$ cat config.mk
export PLATFORM = sky130hd
export DESIGN_NAME = corev_dvs_ctrl
export DESIGN_NICKNAME = d
export VERILOG_FILES = /design/src/rtl/dvs_pkg.sv /design/src/rtl/dvs_target_sel.sv /design/src/rtl/dvs_ramp.sv /design/src/rtl/dvs_fault_mon.sv /design/src/rtl/corev_dvs_ctrl.sv
export SDC_FILE = /design/constraint.sdc
export NUM_CORES = 1
export LEC_CHECK = 0
export CORE_MARGIN = 2
export CORE_UTILIZATION = 29
export CTS_CLUSTER_DIAMETER = 150
export DETAILED_ROUTE_END_ITERATION = 10
export HOLD_SLACK_MARGIN = 0.1
export PLACE_DENSITY_LB_ADDON = 0.08
export SYNTH_ARGS = -nofsm -noshare
export SYNTH_HDL_FRONTEND = slang
export SYNTH_SLANG_ARGS = --single-unit
$ cat constraint.sdc
create_clock -name clk -period 2.44 [get_ports clk]
set_input_delay 0.732 -clock clk [delete_from_list [all_inputs] [get_ports clk]]
set_output_delay 0.732 -clock clk [all_outputs]
set_load 0.05 [all_outputs]
$ cat src/rtl/dvs_pkg.sv
// Shared types for the core supply step controller.
// Assumes a 4-bit regulator code whose reset value is the 1.26 V point.
package dvs_pkg;
    localparam int unsigned CODE_W = 4;
    typedef logic [CODE_W-1:0] code_t;
    localparam code_t CODE_RST = code_t'(7);
    typedef enum logic [1:0] {DIR_HOLD = 2'd0, DIR_UP = 2'd1, DIR_DOWN = 2'd2} dir_e;
endpackage

$ cat src/rtl/dvs_target_sel.sv
// Picks the active or sleep target and registers it with the host enable.
// Flags a target change and a host enable edge by comparing the current
// selection with the registered copy. Inputs are assumed synchronous.
module dvs_target_sel
    import dvs_pkg::*;
(
    input  logic  clk,
    input  logic  rst_n,
    input  code_t act_code,
    input  code_t slp_code,
    input  logic  slp_en,
    input  logic  host_en,
    output code_t tgt_q,
    output logic  host_q,
    output logic  tgt_chg,
    output logic  en_edge
);
    code_t tgt_now;

    // Select the sleep code only when enable is low and sleep selection is on
    always_comb tgt_now = (!host_en && slp_en) ? slp_code : act_code;

    // Register target and enable for edge detection
    always_ff @(posedge clk) begin
        if (!rst_n) begin
            tgt_q  <= CODE_RST;
            host_q <= 1'b1;
        end else begin
            tgt_q  <= tgt_now;
            host_q <= host_en;
        end
    end

    assign tgt_chg = (tgt_now != tgt_q);
    assign en_edge = (host_en != host_q);


    sleep_pick_chk: assert property (@(posedge clk) disable iff (!rst_n)
        (!host_en && slp_en) |=> (tgt_q == $past(slp_code)));

    active_pick_chk: assert property (@(posedge clk) disable iff (!rst_n)
        (host_en || !slp_en) |=> (tgt_q == $past(act_code)));
endmodule

$ cat src/rtl/dvs_ramp.sv
// Walks the DAC code one step per STEP_CYCLES clocks toward the target and
// keeps the read-to-clear "target reached" flag. A target change restarts
// the step timer and clears the flag.
module dvs_ramp
    import dvs_pkg::*;
#(
    parameter int unsigned STEP_CYCLES = 4
) (
    input  logic  clk,
    input  logic  rst_n,
    input  code_t tgt_q,
    input  logic  tgt_chg,
    input  logic  rd_stb,
    output code_t dac,
    output logic  avail
);
    localparam int unsigned CNT_W = (STEP_CYCLES > 1) ? $clog2(STEP_CYCLES) : 1;
    localparam logic [CNT_W-1:0] STEP_LAST = CNT_W'(STEP_CYCLES - 1);

    logic [CNT_W-1:0] cnt;
    logic             pend;
    dir_e             dir;

    // Direction from the present code to the registered target
    always_comb begin
        if (dac < tgt_q)      dir = DIR_UP;
        else if (dac > tgt_q) dir = DIR_DOWN;
        else                  dir = DIR_HOLD;
    end

    // Step timer and DAC code update
    always_ff @(posedge clk) begin
        if (!rst_n) begin
            dac <= CODE_RST;
            cnt <= '0;
        end else if (tgt_chg || dir == DIR_HOLD) begin
            cnt <= '0;
        end else if (cnt == STEP_LAST) begin
            cnt <= '0;
            dac <= (dir == DIR_UP) ? dac + 1'b1 : dac - 1'b1;
        end else begin
            cnt <= cnt + 1'b1;
        end
    end

    // Reached flag: armed by a change, set on arrival, cleared by read
    always_ff @(posedge clk) begin
        if (!rst_n) begin
            pend  <= 1'b0;
            avail <= 1'b0;
        end else if (tgt_chg) begin
            pend  <= 1'b1;
            avail <= 1'b0;
        end else if (pend && dir == DIR_HOLD) begin
            pend  <= 1'b0;
            avail <= 1'b1;
        end else if (rd_stb) begin
            avail <= 1'b0;
        end
    end


    one_step_chk: assert property (@(posedge clk) disable iff (!rst_n)
        1'b1 |=> ((int'(dac) - int'($past(dac)) <= 1) && (int'($past(dac)) - int'(dac) <= 1)));

    reached_chk: assert property (@(posedge clk) disable iff (!rst_n)
        $rose(avail) |-> (dac == tgt_q));

    redirect_clear_chk: assert property (@(posedge clk) disable iff (!rst_n)
        tgt_chg |=> !avail);

    read_clear_chk: assert property (@(posedge clk) disable iff (!rst_n)
        (rd_stb && !pend) |=> !avail);
endmodule

$ cat src/rtl/dvs_fault_mon.sv
// Turns the supply-low comparator into a sticky, read-to-clear fault flag.
// The comparator is blanked for BLANK_CYCLES after each target change or
// host enable edge, and optionally while the host enable is low.
module dvs_fault_mon #(
    parameter int unsigned BLANK_CYCLES = 6
) (
    input  logic clk,
    input  logic rst_n,
    input  logic tgt_chg,
    input  logic en_edge,
    input  logic host_en,
    input  logic host_q,
    input  logic mask_slp,
    input  logic vlow_in,
    input  logic rd_stb,
    output logic fault
);
    localparam int unsigned BW = (BLANK_CYCLES > 0) ? $clog2(BLANK_CYCLES + 1) : 1;
    localparam logic [BW-1:0] BLANK_LD = BW'(BLANK_CYCLES);

    logic [BW-1:0] blank_cnt;
    logic          trig;
    logic          watch;

    assign trig = tgt_chg | en_edge;

    // Blanking timer, reloaded on every trigger
    always_ff @(posedge clk) begin
        if (!rst_n)              blank_cnt <= BLANK_LD;
        else if (trig)           blank_cnt <= BLANK_LD;
        else if (blank_cnt != 0) blank_cnt <= blank_cnt - 1'b1;
    end

    // Monitoring is live outside the window and outside masked sleep
    always_comb watch = (blank_cnt == '0) && !trig && !(mask_slp && !host_q);

    // Sticky fault flag, set wins over read
    always_ff @(posedge clk) begin
        if (!rst_n)                fault <= 1'b0;
        else if (watch && vlow_in) fault <= 1'b1;
        else if (rd_stb)           fault <= 1'b0;
    end


    blank_quiet_chk: assert property (@(posedge clk) disable iff (!rst_n)
        (blank_cnt != '0 && !fault) |=> !fault);

    en_fall_chk: assert property (@(posedge clk) disable iff (!rst_n)
        ($fell(host_en) && !fault) |=> !fault);

    sleep_mask_chk: assert property (@(posedge clk) disable iff (!rst_n)
        (mask_slp && !host_q && !fault) |=> !fault);

    fault_read_chk: assert property (@(posedge clk) disable iff (!rst_n)
        (rd_stb && !vlow_in) |=> !fault);
endmodule

$ cat src/rtl/corev_dvs_ctrl.sv
// Core supply step controller top: target selection, code ramp with
// reached flag, and blanked supply fault monitor.
// Assumes all inputs are synchronous to clk.
module corev_dvs_ctrl
    import dvs_pkg::*;
#(
    parameter int unsigned STEP_CYCLES  = 4,
    parameter int unsigned BLANK_CYCLES = 6
) (
    input  logic       clk,
    input  logic       rst_n,
    input  logic [3:0] act_code,
    input  logic [3:0] slp_code,
    input  logic       slp_en,
    input  logic       mon_mask_slp,
    input  logic       host_en,
    input  logic       vlow_in,
    input  logic       rd_stb,
    output logic [3:0] dac_code,
    output logic       avail,
    output logic       fault
);
    code_t tgt_q;
    logic  host_q;
    logic  tgt_chg;
    logic  en_edge;

    dvs_target_sel u_sel (
        .clk      (clk),
        .rst_n    (rst_n),
        .act_code (act_code),
        .slp_code (slp_code),
        .slp_en   (slp_en),
        .host_en  (host_en),
        .tgt_q    (tgt_q),
        .host_q   (host_q),
        .tgt_chg  (tgt_chg),
        .en_edge  (en_edge)
    );

    dvs_ramp #(.STEP_CYCLES(STEP_CYCLES)) u_ramp (
        .clk     (clk),
        .rst_n   (rst_n),
        .tgt_q   (tgt_q),
        .tgt_chg (tgt_chg),
        .rd_stb  (rd_stb),
        .dac     (dac_code),
        .avail   (avail)
    );

    dvs_fault_mon #(.BLANK_CYCLES(BLANK_CYCLES)) u_mon (
        .clk      (clk),
        .rst_n    (rst_n),
        .tgt_chg  (tgt_chg),
        .en_edge  (en_edge),
        .host_en  (host_en),
        .host_q   (host_q),
        .mask_slp (mon_mask_slp),
        .vlow_in  (vlow_in),
        .rd_stb   (rd_stb),
        .fault    (fault)
    );


    reset_state_chk: assert property (@(posedge clk)
        !rst_n |=> (dac_code == 4'd7 && !avail && !fault));
endmodule

# Word level (Yosys, flattened, before mapping)
# Cells that the tools add are included.
# op_classes
n_addsub	4
mul	0
div	0
magnitude_cmp	2
eq_ne	4
shifts	0
muxes	9
bitwise	3
n_reduce_logical	21
# ops
op	n
4-bit 2-to-1 mux	2
1-bit logical AND	6
2-bit nonzero test	3
1-bit 2-to-1 mux	5
4-bit by 1-bit adder with 4-bit output (second input constant)	1
4-bit greater-than comparator	1
1-bit logical NOT	4
4-bit less-than comparator	1
2-bit 2-to-1 mux	2
4-bit inequality test	1
2-bit OR reduction	2
4-bit by 1-bit subtractor with 4-bit output (second input constant)	1
3-bit logical NOT	1
3-bit nonzero test	1
3-bit OR reduction	1
3-bit by 1-bit subtractor with 3-bit output (second input constant)	1
2-bit by 1-bit adder with 2-bit output (second input constant)	1
2-bit by 1-bit equality test with 1-bit output (second input constant)	1
2-bit equality test (second input constant)	1
2-bit logical NOT	1
1-bit NOT	2
2-bit AND reduction	1
1-bit logical OR	1
1-bit inequality test	1
1-bit OR	1
# totals
reg_bits	17
latchBits	0
ramBits	0
rom_bits	0
input_bits	15
word_cells	51
memories	0

# Logic depth before layout (Yosys ltp)
# depth
depth_word	10
depth_mapped	11
ltp_nobuf	11

# Cells and area by module
# From an unflattened synthesis, not the netlist that was laid out.
# unflattened
hier_cells	105
hier_area_um2	1041.0
# modules_own_cells
module	n_inst	cells_per_inst	area_each_um2	seq_area_each_um2
dvs_ramp	1	56	548.0	160.2
dvs_target_sel	1	28	282.8	100.1
dvs_fault_mon	1	21	210.2	80.1

# Worst setup path before layout
# No wires, ideal clock.
# synth_timing
path_type	reg-to-reg
startpoint	register u_ramp.dac[1]
endpoint	register u_ramp.dac[3]
setup_ns	0.072
t_arrival_ns	2.613
required_time_ns	2.368
setup_slack_ns	-0.244
stages_incl_launch_ff	11
n_path_buf	0
path_cell_list	dfxtp_1 > ha_1 > nor2b_1 > o211ai_1 > nand2_1 > ha_1 > a21oi_1 > nor2b_1 > a211o_1 > a211oi_2 > mux2i_1
# synth_via
elab_chain_len	7
elab_cells_between_ends	12
classes_between	2 x add/sub; 2 x order compare; 1 x eq/ne; 3 x mux; 1 x bitwise; 3 x reduce/logical
# synth_lines
element	line	source
start: declaration	dvs_ramp.sv:14	output code_t dac,
start signal: assignment	dvs_ramp.sv:40	dac <= (dir == DIR_UP) ? dac + 1'b1 : dac - 1'b1;
4-bit greater-than comparator	dvs_ramp.sv:27	else if (dac > tgt_q) dir = DIR_DOWN;
2-bit 2-to-1 mux	dvs_ramp.sv:27	
2-bit 2-to-1 mux	dvs_ramp.sv:26	if (dac < tgt_q) dir = DIR_UP;
2-bit logical NOT	dvs_ramp.sv:36	end else if (tgt_chg || dir == DIR_HOLD) begin
1-bit logical OR	dvs_ramp.sv:36	
1-bit NOT (no source line)	--	
2-bit AND reduction (no source line)	--	
# Parallel ways exist; a longest one is shown, timed or not.
# A chain may end at the register's enable or synchronous reset.

# Worst setup path in the final report
# layout_timing
startpoint	register u_sel.tgt_q[1]
endpoint	register u_ramp.dac[3]
# layout_via
elab_chain_len	7
elab_cells_between_ends	11
classes_between	2 x order compare; 2 x eq/ne; 3 x mux; 1 x bitwise; 3 x reduce/logical
# layout_lines
element	line	source
start: declaration	dvs_target_sel.sv:13	output code_t tgt_q,
start signal: assignment	dvs_target_sel.sv:29	tgt_q <= tgt_now;
4-bit greater-than comparator	dvs_ramp.sv:27	
2-bit 2-to-1 mux	dvs_ramp.sv:27	
2-bit 2-to-1 mux	dvs_ramp.sv:26	
2-bit logical NOT	dvs_ramp.sv:36	
1-bit logical OR	dvs_ramp.sv:36	
1-bit NOT (no source line)	--	
2-bit AND reduction (no source line)	--	
# Parallel ways exist; a longest one is shown, timed or not.

==> results.md <==
- Worst Tran Pin Value: around 0.50 ns
- Skew-Pair Late Insertion Delay: 0.30 ns
- Hold Fails Final Rpt: 0
- Starting density of the core: between 30% and 40%
- Sequential fraction of the synthesis area: between 30% and 40%
- Wire per inst: between 10 and 15 µm
- Die width: around 64 µm
- Max Slew Vio Count: 0
- Antenna violations before repair: 0
- Die Height: about 64 µm
- First-pass GRT wire length: 4440 µm
- Final HPWL DP: 1900 µm
- DIE AREA: 0.00416 mm²
- Vias per cell: just under 5
- Setup CP Type: register to register
- Mapped Area: ~0.0011 mm²
- Antenna Nets Post-Route: 0
- Largest net degree at the start of global routing: 19
- CTS Hold Buffers Added: 0
- Total GRT Usage: between 10% and 20%
- Yosys cell types: around 40
- Total grt overflow: 0
- Vias: about 950
- Max Cap Viol: 0
- Arrival @ worst endpoint: roughly 2.6 ns
- Synthesized area per cell: ~9.5 µm²
- TritonCTS clock tree: yes
- TritonRoute pass-1 iters: 4
- Final net count: 174
- Layout cell share with drive strength beyond 1: 23.6%
- Total power: 0.604 mW
- Vias in the first global route: between 900 and 1,000
- Setup TNS: 0 ns
- Run status: finished, final reports clean
- Max Clock Skew: around 0.013 ns
- Post-Route WL: around 2500 µm
- Ant. Diodes: 0
- Number of cells produced by synthesis: 112
- FMAX: between 0.4 and 0.5 GHz
- Required @ worst endpoint: between 2 and 3 ns
- CTS max path bufs: 2
- # clock sinks: 17
- Leak: approximately 0.59 nW
- Synth top area cells: dfxtp_1, ha_1, o211ai_1, inv_1, mux2i_1
- Crit Path Max Fanout: 3
- GPL Wtd Cong: around 0.80
- Number of CTS-inserted buffers: 3
- Fill cell count: between 300 and 400
- # port buffers: 20
- Area added between synthesis and finish: 39.4%
- # IOs: 21
- Htree depth: 1
- Period minus WS final: roughly 2.3 ns
- Core box area: 0.00342 mm²
- Final setup viols: 0
- DRT iter0 DRCs: 70
- Cell Pwr Density: roughly 410 mW/mm²
- VDD IR-drop max: around 200 µV
- Syn_nets: roughly 140
- Largest area contributor in the netlist: dfxtp_1
- Post-synth top area share: between 30% and 40%
- CTS root buffer: clkbuf_4
- Worst Setup End Kind: register
- Startpoint types: register
- #FFs+latches synth: 17
- Ys Warns: 0
- Row count: 21
- RSZ-0062 raised after global routing: yes
- Hold WC Path Type: register to register
- Number of remaining DRC errors: 0
- Slew HR: 66.1%
- Final period utilization: 95.8%
- Clock transition at the registers of the reported paths: 0.11 ns
[power breakdown]
group | internal, mW | total [mW] | switching [mW]
registers | 0.285 | 0.290 | 0.00547
clock network | 0.0609 | 0.154 | 0.0932
logic | 0.0863 | 0.160 | 0.0734
[registers in the layout (all words and copies together), names as in the netlist]
signal and cells:
u_sel.host_q 1, u_ramp.avail 1, u_sel.tgt_q 4, u_ramp.cnt 2
u_mon.fault 1, u_ramp.dac 4, u_ramp.pend 1, u_mon.blank_cnt 3
[cell usage after synthesis]
cell type	number
a211o_1	3
a211oi_2	1
a21boi_0	1
a21oi_1	2
a221o_1	1
and2_1	2
and3_1	1
and3b_1	1
and4_1	1
and4b_1	1
clkbuf_1	1
dfxtp_1	17
fa_1	1
ha_1	9
inv_1	10
mux2_2	1
mux2i_1	3
nand2_1	5
nand2b_1	3
nand2b_4	1
nand3_1	4
nand3b_1	1
nand4_1	1
nor2_1	4
nor2_4	1
nor2b_1	4
nor2b_2	1
nor3_1	2
nor4b_1	1
o2111a_1	2
o2111ai_1	2
o2111ai_2	1
o211ai_1	7
o21a_1	3
o21ai_0	5
o221ai_1	1
o22a_4	1
o22ai_1	2
o311ai_1	1
xnor2_1	2
xor2_1	1
[cells in the final DEF (no fill, tap or decap), types with 4 or more instances in the layout]
cell | Yosys | routed
o21ai_0 | 5 | 5
o211ai_1 | 7 | 7
buf_4 | 0 | 13
clkdlybuf4s50_1 | 0 | 20
dfxtp_2 | 0 | 4
nand3_1 | 4 | 4
ha_1 | 9 | 8
inv_1 | 10 | 9
nor2_1 | 4 | 4
dfxtp_1 | 17 | 12
nand2_1 | 5 | 5
[area by class of cell]
cell class | instances | area [µm²] | share of cell area (%)
multi-input cells | 84 | 709 | 48.0
flip-flops and latches | 17 | 349 | 23.6
repair buffers | 33 | 298 | 20.1
well taps | 46 | 57.6 | 3.89
inverters | 10 | 37.5 | 2.54
clock buffers | 3 | 22.5 | 1.52
clock inverters | 1 | 5.00 | 0.338
[worst max-delay path, cell delays in order (launching register included)]
cell and delay [ns]:
dfxtp_2 0.36, inv_2 0.04, ha_4 0.23, nor2b_4 0.12, o211ai_1 0.22, nand2_1 0.13
ha_1 0.32, a21oi_2 0.13, nor2b_2 0.05, a211o_1 0.23, a211oi_2 0.24, mux2i_1 0.19
[cell families (layout without fill, tap and decap cells)]
kind of cell               Yosys count  after routing  share of synthesized area, %
and+or+nand+nor                     34             34                          19.8
adders and majority gates           10             10                          12.5
DFF                                 17             17                          32.1
AOI/OAI and AO/OA                   33             33                          25.4
xor gates and xnor gates             3              3                          2.48
muxes                                4              4                          3.89
buffers and inverters               11             47                          3.89
[path summary, 6_finish.rpt]
| check | cells after the start | start | slack [ns] | to |
|---|---|---|---|---|
| max reg2reg | 11 | u_sel.tgt_q[1] | 0.10 | u_ramp.dac[3] |
| max | 11 | u_sel.tgt_q[1] | 0.10 | u_ramp.dac[3] |
| min reg2reg | 2 | u_ramp.dac[3] | 0.49 | u_ramp.dac[3] |
| min | 2 | u_ramp.dac[3] | 0.49 | u_ramp.dac[3] |
[routing by layer]
| layer | routed length (µm) | vias to the layer above | GRT usage, % |
|---|---|---|---|
| li1 | - | 494 | - |
| met3 | 152 | 2 | 3.99 |
| met1 | 1170 | 434 | 16.8 |
| met4 | 13 | 0 | 2.39 |
| met5 | 0 | - | 0 |
| met2 | 1160 | 24 | 23.2 |
[per-stage QoR]
stage,worst slack (ns),instances,hold WS [ns],area (µm²),util (%)
global placement,-0.0313,188,0.471,1400,41.1
finish,0.103,194,0.486,1480,43.3
global route,-0.0254,194,0.523,1480,43.3
floorplan,0.00146,112,0.458,1070,-
CTS,0.0110,192,0.491,1430,41.9
detailed placement,-0.0869,188,0.474,1400,41.1
[timing repair]
item                                    4_1_cts  5_1_grt
buffers inserted                              0        2
resized for setup                             0        8
hold endpoints to repair                      0        0
endpoints found under the setup margin        0        1
Note: power is estimated with default switching activity, not from simulation.
